<file path="config.mk">
export PLATFORM = sky130hd
export DESIGN_NAME = serial_pattern_gen
export DESIGN_NICKNAME = d
export VERILOG_FILES = /design/src/rtl/spg_pkg.sv /design/src/rtl/spg_run_ctrl.sv /design/src/rtl/spg_pos_counter.sv /design/src/rtl/spg_bit_select.sv /design/src/rtl/serial_pattern_gen.sv
export SDC_FILE = /design/constraint.sdc
export NUM_CORES = 1
export LEC_CHECK = 0
export BUFFER_PORTS_ARGS = -buffer_cell sky130_fd_sc_hd__buf_4
export CAP_MARGIN = 20
export CORE_AREA = 2 2 39 41
export CTS_CLUSTER_SIZE = 10
export DETAILED_ROUTE_END_ITERATION = 6
export DIE_AREA = 0 0 41 43
export SETUP_SLACK_MARGIN = 0.3
export SKIP_CTS_REPAIR_TIMING = 1
export SLEW_MARGIN = 20
export SYNTH_ARGS = -nofsm -noshare
export SYNTH_HDL_FRONTEND = slang
export SYNTH_HIERARCHICAL = 1
export SYNTH_SLANG_ARGS = --single-unit
</file>
<file path="constraint.sdc">
create_clock -name clk -period 2.47 [get_ports clk]
set_clock_uncertainty 0.05 [all_clocks]
set_input_delay 0.1235 -clock clk [delete_from_list [all_inputs] [get_ports clk]]
set_output_delay 0.1235 -clock clk [all_outputs]
set_load 0.005 [all_outputs]
</file>
<file path="src/rtl/spg_pkg.sv">
package spg_pkg;

  // Width of a position index for a pattern of the given length.
  function automatic int pos_width(input int len);
    return (len > 1) ? $clog2(len) : 1;
  endfunction

endpackage

</file>
<file path="src/rtl/spg_run_ctrl.sv">
module spg_run_ctrl (
  input  logic clk,
  input  logic rst_n,
  input  logic start_i,
  input  logic last_i,
  output logic run_o
);

  logic run_q;
  logic run_nx;

  // Start has priority over the stop at the last index.
  always_comb begin
    run_nx = run_q;
    if (start_i)     run_nx = 1'b1;
    else if (last_i) run_nx = 1'b0;
  end

  always_ff @(posedge clk or negedge rst_n) begin
    if (!rst_n) run_q <= 1'b0;
    else        run_q <= run_nx;
  end

  assign run_o = run_q;

  a_r6_start_wins: assert property (@(posedge clk) disable iff (!rst_n)
    start_i |=> run_o);

  a_r4_stop_after_last: assert property (@(posedge clk) disable iff (!rst_n)
    (last_i && !start_i) |=> !run_o);

endmodule

</file>
<file path="src/rtl/spg_pos_counter.sv">
module spg_pos_counter #(
  parameter int LEN = 40,
  parameter int W   = spg_pkg::pos_width(LEN)
) (
  input  logic         clk,
  input  logic         rst_n,
  input  logic         run_i,
  output logic [W-1:0] pos_o,
  output logic         last_o
);

  localparam logic [W-1:0] LAST_POS = W'(LEN - 1);

  logic [W-1:0] pos_q;
  logic [W-1:0] pos_nx;
  logic         pos_en;
  logic         at_last;

  assign at_last = (pos_q == LAST_POS);

  always_comb begin
    if (!run_i)       pos_nx = '0;
    else if (at_last) pos_nx = '0;
    else              pos_nx = pos_q + W'(1);
  end

  // Only load when running, or to clear a non-zero count.
  assign pos_en = run_i || (pos_q != '0);

  always_ff @(posedge clk or negedge rst_n) begin
    if (!rst_n)      pos_q <= '0;
    else if (pos_en) pos_q <= pos_nx;
  end

  assign pos_o  = pos_q;
  assign last_o = at_last;

  a_r4_idle_zero: assert property (@(posedge clk) disable iff (!rst_n)
    !run_i |=> (pos_o == '0));

  a_r2_step_one: assert property (@(posedge clk) disable iff (!rst_n)
    (run_i && !last_o) |=> (pos_o == $past(pos_o) + W'(1)));

  a_r6_wrap_zero: assert property (@(posedge clk) disable iff (!rst_n)
    (run_i && last_o) |=> (pos_o == '0));

  a_r5_in_range: assert property (@(posedge clk) disable iff (!rst_n)
    pos_o <= LAST_POS);

endmodule

</file>
<file path="src/rtl/spg_bit_select.sv">
module spg_bit_select #(
  parameter int             LEN     = 40,
  parameter int             W       = spg_pkg::pos_width(LEN),
  parameter logic [LEN-1:0] PATTERN = '0
) (
  input  logic [W-1:0] pos_i,
  output logic         bit_o
);

  localparam int PADW = 1 << W;

  logic [PADW-1:0] padded;

  // Pad to a full power-of-two table so every index is in range.
  generate
    if (PADW == LEN) begin : g_exact
      assign padded = PATTERN;
    end else begin : g_pad
      assign padded = {{(PADW - LEN){1'b0}}, PATTERN};
    end
  endgenerate

  assign bit_o = padded[pos_i];

endmodule

</file>
<file path="src/rtl/serial_pattern_gen.sv">
module serial_pattern_gen #(
  parameter int             PAT_LEN = 40,
  parameter logic [PAT_LEN-1:0] PATTERN = {{(PAT_LEN-1){1'b1}}, 1'b0}
) (
  input  logic clk,
  input  logic rst_n,
  input  logic start_i,
  output logic done_o,
  output logic serial_o
);

  localparam int CNT_W = spg_pkg::pos_width(PAT_LEN);

  logic             run;
  logic             last;
  logic [CNT_W-1:0] pos;

  spg_run_ctrl u_run (
    .clk     (clk),
    .rst_n   (rst_n),
    .start_i (start_i),
    .last_i  (last),
    .run_o   (run)
  );

  spg_pos_counter #(.LEN(PAT_LEN), .W(CNT_W)) u_pos (
    .clk    (clk),
    .rst_n  (rst_n),
    .run_i  (run),
    .pos_o  (pos),
    .last_o (last)
  );

  spg_bit_select #(.LEN(PAT_LEN), .W(CNT_W), .PATTERN(PATTERN)) u_sel (
    .pos_i (pos),
    .bit_o (serial_o)
  );

  assign done_o = last;

  generate
    if (PAT_LEN > 1) begin : g_chk
      a_r3_done_only_running: assert property (@(posedge clk) disable iff (!rst_n)
        done_o |-> run);
      a_r3_single_pulse: assert property (@(posedge clk) disable iff (!rst_n)
        done_o |=> !done_o || $past(start_i));
    end
  endgenerate

endmodule

</file>
Word level (Yosys, flattened, before mapping)

Memories as Yosys holds them, arrays and structs flattened.
Index checks and enable logic that the tools add are counted.

Register bits after elaboration: 7
Bits in read-only memories: 64
Input bits: 3
Output and inout port bits: 2
Word-level logic and storage cells: 14
Memories: 1

Memory list:

| name            | words | width | read ports | clocked after Yosys merged registers in | wr ports | RTL line             | RTL |
|---|---|---|---|---|---|---|---|
| (no name shown) | 64    | 1     | 1          | 0                                       | 0        | spg_bit_select.sv:23 | `assign bit_o = padded[pos_i];` |

Add/subtract/negate cells: 1
Order comparisons: 1
Equality and inequality tests: 1
Multiplexer cells: 5
Reduce and logical (&&, ||, !) cells: 3

Operators with widths:

| operator                                                    | count |
|---|---|
| 2-to-1 mux 6 bit                                            | 2 |
| less-than comparator 6 x 7 -> 1 bit (second input constant) | 1 |
| adder 6 x 1 -> 6 bit (second input constant)                | 1 |
| equality test 6 bit (second input constant)                 | 1 |
| nonzero test 6 bit                                          | 1 |
| 2-to-1 mux 1 bit                                            | 3 |
| nonzero test 2 bit                                          | 1 |
| logical OR 1 bit                                            | 1 |

Logic depth before layout (Yosys ltp)

Gate-level depths: netlist of the first run.

Word-level depth: 3
Mapped depth: 5
Mapped depth without buffers: 5

Hierarchy

Netlist of the first run, hierarchy kept.

Modules (own cells, without submodules):

| module          | times used | cells each | area each (µm²) | seq. area each (µm²) |
|---|---|---|---|---|
| spg_pos_counter | 1          | 29         | 317.8           | 150.1 |
| spg_run_ctrl    | 1          | 3          | 36.3            | 25.0 |
| spg_bit_select  | 1          | 3          | 26.3            | 0.0 |

Least setup slack after synthesis of the first run

Ideal clock, no wire load.

Kind: register to register
Start: register u_pos.pos_q[0], in the netlist u_pos/pos_o[0]
End: register u_run.run_q, in the netlist u_run/run_o
Setup time: 118 ps
Arrival time: 1093 ps
Path slack: 1209 ps
Stages on the path, launching flop included: 5
Path through: dfrtp_1 > ha_1 > and4_2 > inv_1 > a21o_1

Longest elaborated chain between the ends: 2

RTL lines:

| element                             | RTL line                | RTL |
|---|---|---|
| from (decl)                         | spg_pos_counter.sv:14   | `logic [W-1:0] pos_q;` |
| from (signal assigned)              | spg_pos_counter.sv:32   | `else if (pos_en) pos_q <= pos_nx;` |
| equality test 6 bit                 | spg_pos_counter.sv:19   | `assign at_last = (pos_q == LAST_POS);` |
| via done_o                          | serial_pattern_gen.sv:8 | `output logic done_o,` |
| nonzero test 2 bit (no source line) | -                       |  |
| to (signal assigned)                | spg_run_ctrl.sv:21      | `else run_q <= run_nx;` |
| to (decl)                           | spg_run_ctrl.sv:9       | `logic run_q;` |

The timed path passes the listed nets, and every way through them passes these cells.
A chain may end at the register's enable or synchronous reset.

Worst setup path in the final report of the first run

Start: register u_pos.pos_q[0], in the netlist u_pos/pos_o[0]
End: output done_o

Longest elaborated chain between the ends: 1

RTL lines:

| element             | RTL line |
|---|---|
| equality test 6 bit | spg_pos_counter.sv:19 |
| to (decl)           | serial_pattern_gen.sv:8 |

Every way passes these cells.

==> flow_metrics.py, run 1 <==
metrics = {
    "status": {
        "status": "finished clean",
    },
    "drt": {
        "vias": 289,
        "highest_layer": "met3",
        "vias_per_cell": 4.738,
        "firstDrtPassIters": 4,
        "wl_met1_um": 353,
        "drtAntennaViolNets": 0,
        "drtIter0Drc": 5,
        "wl_met2_um": 388,
        "wire_per_inst_um": 12.38,
        "route.met3.wl_um": 13,
        "routed_wl_um": 755,
        "drc": 0,
    },
    "timing": {
        "final-hold-violation-count": 0,
        "slew_headroom_pct": 74.96,
        "final.min_clock_period_ns": 1.543,
        "rsz0062_at_grt": "no",
        "holdWs_ns": 0.1774,
        "setup-violations-final": 0,
        "fmaxAchievable_mhz": 647.9,
        "worstMarginPinSlew_ns": 0.3704,
        "drv_slew": 0,
        "setup_tns_ns": 0,
        "setup_ws_ns": 0.9266,
        "fin_crit_sh_pct": 62.49,
    },
    "global_route": {
        "grt_overflow_total": 0,
        "grt_max_degree": 8,
        "track_usage_pct": 11.38,
        "grt_pass1_vias": 285,
        "antenna_found_initial": 0,
        "grt_pass1_wl_um": 1221,
    },
    "setup_path": {
        "r2r-start": "u_pos/pos_o[0]",
        "r2r_setup_slack_ns": 1.12,
        "critical_path_class": "flip-flop to primary output",
        "worstPathArrival_ns": 1.37,
        "critPathRequiredTime_ns": 2.30,
        "worstSetupStartpointType": "flip-flop",
        "path_max_fanout": 6,
        "end_kind": "primary output",
        "reg2reg_depth": 3,
        "r2r_end": "u_pos/pos_o[0]",
    },
    "place": {
        "gp_congestion": 0.6904,
        "post-place-cells": 55,
        "dpl.hpwl_um": 588.5,
        "port_buffers": 4,
        "post-place-ws_ns": 1.109,
        "placed_cell_area_um2": 430.4,
    },
    "synth": {
        "synth.distinct_cells": 21,
        "async_reset_ff_share_pct": 100.0,
        "synth_edf_count": 0,
        "synth_seq_cells": 7,
        "ys.flop_type": "dfrtp_1",
        "yosysSeqAreaShare_pct": 46.05,
        "syn-instance-count": 35,
        "postSynthAreaPerCell_um2": 10.87,
        "synth.cell_area_um2": 380.4,
        "ys_warn_count": 6,
        "syn_nets": 40,
    },
    "die": {
        "dieArea_mm2": 0.001763,
        "core_mm2": 0.001384,
        "die_y_um": 43,
        "initial_utilization_pct": 27.49,
        "die_w_um": 41,
        "ios": 5,
        "rows": 14,
    },
    "layout": {
        "finish.utilization_pct": 34.45,
        "fin_cells": 61,
        "final_common_cell": "dfrtp_1",
        "layout_common_cells": "dfrtp_1, buf_4, inv_1",
        "areaGrowthSynthToFinish_pct": 25.33,
        "final_layout_size_suffix_gt1_share_pct": 24.44,
        "final_nets": 51,
        "antennaDiodeCount": 0,
        "fin_area_um2": 476.7,
        "fillCellCount": 147,
    },
    "clock_tree": {
        "root_buffer": "clkbuf_4",
        "cts.path.max_buffers": 2,
        "cts_tree": "yes",
        "cts_buffers": 3,
        "cts_sinks": 7,
        "insertion_delay_ns": 0.25,
        "clk_pin_slew_ns": 0.05,
        "htree_levels": 1,
    },
    "pwr": {
        "peakVddDrop_v": 0.0004502,
        "power_uw": 564.5,
        "leakage_nw": 0.2037,
        "power_density_mw_per_mm2": 1184,
    },
    "min_path": {
        "hold_class": "input port to asynchronous set/reset pin",
    },
    "flow_run": {
        "cap_violations": 0,
    },
}
## layer usage
| metal | global-route usage [%] | vias up |
|---|---|---|
| li1 | - | 145 |
| met1 | 11.69 | 141 |
| met2 | 16.56 | 3 |
| met3 | 7.853 | 0 |
| met4 | 6.000 | 0 |
| met5 | 0 | - |
## sequential cells by signal (all words and copies together), names as in the netlist
| signal | cells |
|---|---|
| u_run/run_o | 1 |
| u_pos/pos_o | 6 |
## report_power, final
part	switching (mW)	internal [mW]	total [mW]	leakage (nW)
registers	0.0832	0.168	0.251	0.0803
logic	0.0943	0.118	0.213	0.108
clock network	0.0393	0.0614	0.101	0.0150
total	0.217	0.348	0.565	0.204
## area by class of cell
| cell class | count | area [µm²] | share of cell area (%) |
|---|---|---|---|
| repair buffers | 6 | 50.05 | 10.50 |
| clock buffers | 4 | 26.28 | 5.512 |
| multi-input cells | 24 | 190.2 | 39.89 |
| inverters | 4 | 15.01 | 3.150 |
| well taps | 16 | 20.02 | 4.199 |
| flip-flops and latches | 7 | 175.2 | 36.75 |
## synthesized netlist by cell type, types with 2 or more instances
library cell | instances | share of area [%]
nand3_1 | 2 | 2.6
dfrtp_1 | 7 | 46
xnor2_1 | 2 | 4.6
inv_1 | 4 | 3.9
ha_1 | 2 | 6.6
nor2_1 | 3 | 3.0
## worst max-delay path by stage
stage / endpoint / startpoint
CTS: done_o / u_pos/pos_o[0]
global route: done_o / u_pos/pos_o[0]
detailed placement: u_pos/pos_o[0] / u_pos/pos_o[0]
floorplan: u_run/run_o / u_pos/pos_o[0]
finish: done_o / u_pos/pos_o[0]
global placement: u_run/run_o / u_pos/pos_o[0]
## cells by family (layout without fill, tap and decap cells)
logic type / count (synthesis) / count (layout) / share of synthesized area, %
DFF: 7 / 7 / 46.05
muxes: 1 / 1 / 2.632
buffers and inverters: 4 / 14 / 3.946
xor gates and xnor gates: 3 / 3 / 6.909
AOI/OAI and AO/OA: 5 / 5 / 11.18
and+or+nand+nor: 13 / 13 / 22.70
adders and majority gates: 2 / 2 / 6.578
## critical path: stages (launching register included)
cell,delay [ns]
dfrtp_1,0.45
ha_1,0.24
and4_2,0.30
buf_4,0.13
Note: power is estimated with default switching activity, not from simulation.
==> run 2: changes to the inputs <==
==> constraint.sdc (replaced) <==
create_clock -name clk -period 1.4 [get_ports clk]
set_clock_uncertainty 0.05 [all_clocks]
set_input_delay 0.07 -clock clk [delete_from_list [all_inputs] [get_ports clk]]
set_output_delay 0.07 -clock clk [all_outputs]
set_load 0.005 [all_outputs]
==> run 2 against run 1 <==
Compared with the run above:
- worst hold slack got worse by 0.072 ns
- global-route usage decreased by 0.58 points
- critical endpoint is now serial_o
- cell count increased by 15%
- register-to-register slack got worse by 1.1 ns
- flip-flop and latch count unchanged
- combinational power increased to 2.9 times the previous value
- final area increased by 25%
- worst setup slack got worse by 0.86 ns
- die area unchanged
- clock-buffer cell count unchanged
- largest power group is now combinational cells
- via count increased by 6.9%
==> flow_metrics.py, run 2 (synthesis results as in run 1) <==
metrics = {
    "status": {
        "status": "finished clean",
    },
    "clock_tree": {
        "cts_tree": "yes",
        "clk_pin_slew_ns": 0.05,
        "root_buffer": "clkbuf_4",
        "insertion_delay_ns": 0.25,
        "htree_levels": 1,
        "cts.path.max_buffers": 2,
        "cts_sinks": 7,
        "cts_buffers": 3,
    },
    "setup_path": {
        "r2r-start": "u_pos/pos_o[0]",
        "r2r_end": "u_pos/pos_o[0]",
        "end_kind": "primary output",
        "critical_path_class": "flip-flop to primary output",
        "critPathBufInv": 1,
        "reg2reg_depth": 4,
        "worstSetupStartpointType": "flip-flop",
        "worstPathArrival_ns": 1.21,
        "max_stage_delay_ns": 0.44,
        "path_max_fanout": 5,
        "cpMaxStageDelayCell": "dfrtp_2",
        "r2r_setup_slack_ns": 0.07,
        "critical_path.top_delay_family": "flip-flops",
        "critical_path.cell_chain": "nor4_2 -> mux2i_1 -> buf_4",
        "critPathRequiredTime_ns": 1.28,
    },
    "global_route": {
        "track_usage_pct": 10.80,
        "antenna_found_initial": 0,
        "grt_pass1_wl_um": 1179,
        "grt_overflow_total": 0,
        "grt_pass1_vias": 261,
        "grt_max_degree": 8,
    },
    "timing": {
        "fmaxAchievable_mhz": 749.4,
        "fin_crit_sh_pct": 95.31,
        "final.min_clock_period_ns": 1.334,
        "final-hold-violation-count": 0,
        "setup-violations-final": 0,
        "drv_slew": 0,
        "rsz0062_at_grt": "yes",
        "slew_headroom_pct": 83.30,
        "worstMarginPinSlew_ns": 0.2499,
    },
    "pwr": {
        "peakVddDrop_v": 0.0008652,
        "power_density_mw_per_mm2": 2148,
        "power_mw": 1.276,
        "leakage_nw": 0.2536,
    },
    "min_path": {
        "hold_class": "input port to asynchronous set/reset pin",
    },
    "place": {
        "gp_congestion": 0.6541,
        "port_buffers": 4,
        "dpl.hpwl_um": 545.3,
    },
    "die": {
        "core_mm2": 0.001384,
        "die_w_um": 41,
        "dieArea_mm2": 0.001763,
        "rows": 14,
        "ios": 5,
        "initial_utilization_pct": 27.49,
        "die_y_um": 43,
    },
    "layout": {
        "layout_common_cells": "buf_4, dfrtp_2, clkbuf_4, inv_1",
        "final_nets": 60,
        "areaGrowthSynthToFinish_pct": 56.25,
        "final_common_cell": "buf_4",
        "final_layout_size_suffix_gt1_share_pct": 59.26,
        "finish.utilization_pct": 42.95,
        "largest-register": "u_pos/pos_o",
        "antennaDiodeCount": 0,
        "largest_reg_flops": 6,
    },
    "drt": {
        "drtIter0Drc": 3,
        "vias_per_cell": 4.414,
        "drc": 0,
        "firstDrtPassIters": 4,
        "routed_wl_um": 913,
        "wire_per_inst_um": 13.04,
        "drtAntennaViolNets": 0,
        "vias": 309,
    },
    "flow_run": {
        "cap_violations": 0,
    },
}
[run 2: changes by cell type in the layout (fill, tap and decap cells not counted), sizes merged]
cell	delta
buf	+9
[run 2: how the worst max path moves through the flow]
stage	startpoint	to	depth (start not counted)
after floorplan	u_pos/pos_o[0]	u_run/run_o	4
after global placement	u_pos/pos_o[0]	u_pos/pos_o[0]	5
after detailed placement	u_pos/pos_o[0]	u_pos/pos_o[0]	5
after CTS	u_pos/pos_o[0]	done_o	3
after global routing	u_pos/pos_o[0]	serial_o	3
final	u_pos/pos_o[2]	serial_o	3
[run 2: area by class of cell]
cell class | instances | area [µm²]
Inverter | 4 | 15.01
Sequential cell | 7 | 181.4
Timing Repair Buffer | 15 | 121.4
Clock buffer | 4 | 26.28
Tap cell | 16 | 20.02
Multi-Input combinational cell | 24 | 230.2
Fill cell | 132 | 789.5
[run 2: per-stage QoR]
stage / instances / setup TNS, ns / cell area [µm²] / hold slack (ns) / worst slack [ns]
floorplan: 35 / 0 / 384.1 / -0.2756 / 0.1764
finish: 70 / 0 / 594.3 / 0.1055 / 0.06562
global route: 70 / 0 / 594.3 / 0.1089 / 0.005123
CTS: 61 / -0.06704 / 475.5 / -0.4360 / -0.06704
global placement: 57 / 0 / 449.2 / -0.1639 / 0.09919
detailed placement: 57 / 0 / 449.2 / -0.1612 / 0.08606
[run 2: worst reg2reg max path: cells and delay by family (launching register included)]
family	cells	cell delay, ns
adder cells (fa/ha/maj)	1	0.19
buffers and inverters	1	0.14
AO/OA/AOI/OAI	1	0.21
AND/OR/NAND/NOR	1	0.18
flip-flops	1	0.45
[run 2: per-layer routing]
layer	GRT usage (%)	part of all wire, %	vias to the layer above
met3	7.853	3.8	0
met4	4.000	0	0
met1	13.73	43	141
met5	0	0	-
met2	13.75	53	6
li1	-	-	162
[run 2: report_power, final]
| group | internal (mW) | switching, mW | total [mW] |
|---|---|---|---|
| clock network | 0.109 | 0.0754 | 0.184 |
| registers | 0.312 | 0.155 | 0.467 |
| logic | 0.376 | 0.249 | 0.625 |
| total | 0.797 | 0.480 | 1.28 |
==> run 3: changes to the inputs <==
--- a/config.mk
+++ b/config.mk
@@ -5,6 +5,7 @@
 export SDC_FILE = /design/constraint.sdc
 export NUM_CORES = 1
 export LEC_CHECK = 0
+export ABC_AREA = 1
 export BUFFER_PORTS_ARGS = -buffer_cell sky130_fd_sc_hd__buf_4
 export CAP_MARGIN = 20
 export CORE_AREA = 2 2 39 41
==> run 3 against run 2 <==
Compared with the run above:
- clock-buffer cell count stayed put
- first-iteration DRC count up 33%
- global-route usage rose by 1.3 points
- synthesized area increased by 8.9%
- flip-flop and latch count unchanged
- sequential share of layout area shrank 0.054 points
- final area decreased by 1.9%
- critical path depth rose by 3
- via count up 26%
- register-to-register slack improved by 0.09 ns
- power decreased by 25%
- non-clock buffer count is 7 lower
- critical path type unchanged
- largest power group is now sequential cells
- highest routed layer is now met4
==> flow_metrics.py, run 3 <==
metrics = {
    "status": {
        "status": "finished clean",
    },
    "drt": {
        "vias_per_cell": 4.576,
        "routed_wl_um": 864,
        "drtIter0Drc": 4,
        "vias": 389,
        "wire_per_inst_um": 10.16,
        "drtAntennaViolNets": 0,
        "drc": 0,
        "firstDrtPassIters": 4,
    },
    "die": {
        "rows": 14,
        "die_y_um": 43,
        "core_mm2": 0.001384,
        "initial_utilization_pct": 29.93,
        "dieArea_mm2": 0.001763,
        "ios": 5,
        "die_w_um": 41,
    },
    "layout": {
        "largest_reg_flops": 6,
        "final_layout_size_suffix_gt1_share_pct": 33.33,
        "final_nets": 75,
        "largest-register": "u_pos/pos_o",
        "final_common_cell": "nand2_1",
        "fillCellCount": 156,
        "antennaDiodeCount": 0,
        "layout_common_cells": "nand2_1, nor2_1, inv_1",
        "fin_cells": 85,
        "areaGrowthSynthToFinish_pct": 40.79,
    },
    "global_route": {
        "grt_pass1_vias": 333,
        "antenna_found_initial": 0,
        "grt_pass1_wl_um": 1407,
        "grt_overflow_total": 0,
        "grt_max_degree": 9,
        "track_usage_pct": 12.08,
    },
    "synth": {
        "ys_top_cells_by_area": "dfrtp_1, nor2_1, nand2_1",
        "synth_top_area_share_pct": 42.30,
        "synth_top_area_cell": "dfrtp_1",
        "ys.flop_type": "dfrtp_1",
        "synth_most_common_cell": "nor2_1",
        "ys_warn_count": 6,
        "synth-simple-area-share_pct": 35.05,
        "syn_nets": 62,
        "postSynthAreaPerCell_um2": 7.266,
        "yosys-top-cells-count": "nor2_1, nand2_1, inv_1",
        "synth.distinct_cells": 14,
        "synth_seq_cells": 7,
        "synth_top_family_by_area": "simple AND/OR/NAND/NOR gates",
        "async_reset_ff_share_pct": 100.0,
        "synth_xor_area_share_pct": 2.115,
        "synth_edf_count": 0,
        "yosysSeqAreaShare_pct": 42.30,
        "synth_compound_area_share_pct": 5.438,
        "syn-instance-count": 57,
        "synth.cell_area_um2": 414.1,
        "muxShareOfSynthArea_pct": 0,
        "synth_fa_ha_area_share_pct": 6.042,
    },
    "setup_path": {
        "critical_path.cell_chain": "ha_4 -> nand2_4 -> inv_4 -> nand3_4 -> inv_2 -> buf_4",
        "max_stage_delay_ns": 0.43,
        "critical_path_class": "flip-flop to primary output",
        "end_kind": "primary output",
        "worstSetupStartpointType": "flip-flop",
        "r2r-start": "u_pos/pos_o[0]",
        "crit_path_start": "u_pos/pos_o[1]",
        "critPathRequiredTime_ns": 1.28,
        "cpMaxStageDelayCell": "dfrtp_2",
        "path_max_fanout": 4,
        "worstPathArrival_ns": 1.20,
    },
    "pwr": {
        "power_frac_comb_pct": 39.5,
        "peakVddDrop_v": 0.0007672,
        "power_switching_uw": 395.8,
        "power_density_mw_per_mm2": 1632,
        "leakage_nw": 0.2952,
        "sw_frac_of_total_pct": 41.59,
        "p_clk_share_pct": 19.3,
        "p_int_uw": 556.0,
        "pwr-share-seq_pct": 41.2,
    },
    "min_path": {
        "hold_class": "input port to asynchronous set/reset pin",
    },
    "clock_tree": {
        "cts.path.max_buffers": 2,
        "cts_sinks": 7,
        "cts_buffers": 3,
        "insertion_delay_ns": 0.25,
        "clk_pin_slew_ns": 0.06,
        "root_buffer": "clkbuf_4",
        "htree_levels": 1,
        "cts_tree": "yes",
    },
    "timing": {
        "worstMarginPinSlew_ns": 0.3049,
        "final-hold-violation-count": 0,
        "fin_crit_sh_pct": 94.60,
        "slew_headroom_pct": 79.67,
        "rsz0062_at_grt": "yes",
        "setup-violations-final": 0,
        "fmaxAchievable_mhz": 755.1,
        "final.min_clock_period_ns": 1.324,
        "setup_tns_ns": 0,
        "drv_slew": 0,
    },
    "flow_run": {
        "cap_violations": 0,
    },
    "place": {
        "port_buffers": 4,
        "gp_congestion": 0.7779,
        "post-place-cells": 77,
        "dpl.hpwl_um": 586.6,
    },
}
-- run 3: power groups by stage --
stage                     Clock [mW]  Sequential [mW]  Combinational, mW
after detailed placement           0            0.373              0.246
after global placement             0            0.369              0.241
after global routing           0.199            0.405              0.429
after CTS                      0.188            0.369              0.249
final                          0.183            0.392              0.376
after floorplan                    0            0.344              0.197
-- run 3: layer usage --
metal,share of wire (%),vias to the layer above,global-route usage (%)
met5,0,-,0
met2,45,10,16.25
met4,2.7,0,10.00
met1,50,176,16.33
met3,2.4,4,1.571
li1,-,199,-
-- run 3: logic make-up (layout without fill, tap and decap cells) --
kind of cell / Yosys count / in the layout
simple gates: 33 / 33
flops: 7 / 7
buf+inv: 10 / 22
compound gates: 4 / 4
xor+xnor: 1 / 1
fa+ha+maj: 2 / 2
-- run 3: area by class of cell --
cell class / count / area [µm²] / area share, %
multi-input cells: 40 / 246.5 / 42.27
flip-flops and latches: 7 / 177.7 / 30.47
repair buffers: 8 / 72.57 / 12.45
inverters: 10 / 40.04 / 6.867
clock buffers: 4 / 26.28 / 4.506
well taps: 16 / 20.02 / 3.433
-- run 3: final timing paths --
path,to,slack [ns],cells past startpoint
min reg2reg,u_pos/pos_o[1],0.56,2
min in group clk,u_run/run_o,0.50,4
max in group asynchronous,u_pos/pos_o[3],1.05,2
min,u_pos/pos_o[2],0.11,2
max,done_o,0.08,6
max reg2reg,u_pos/pos_o[1],0.16,7
-- run 3: stage by stage --
stage	setup slack (ns)	power, mW	area (µm²)	util [%]	hold WS, ns
after floorplan	0.2788	0.5412	416.7	-	-0.2756
after global placement	0.2017	0.6105	466.7	33.73	-0.1633
after detailed placement	0.1761	0.6188	466.7	33.73	-0.1603
after CTS	-0.02620	0.8056	493.0	35.62	-0.4259
after global routing	0.03211	1.032	583.1	42.13	0.1188
final	0.07559	0.9518	583.1	42.13	0.1090
-- run 3: critical path, delay by kind of cell, from the launching register on --
| family | cells | cell delay [ns] |
|---|---|---|
| adders and majority gates | 1 | 0.18 |
| buffers and inverters | 3 | 0.20 |
| DFF | 1 | 0.43 |
| and+or+nand+nor | 2 | 0.13 |
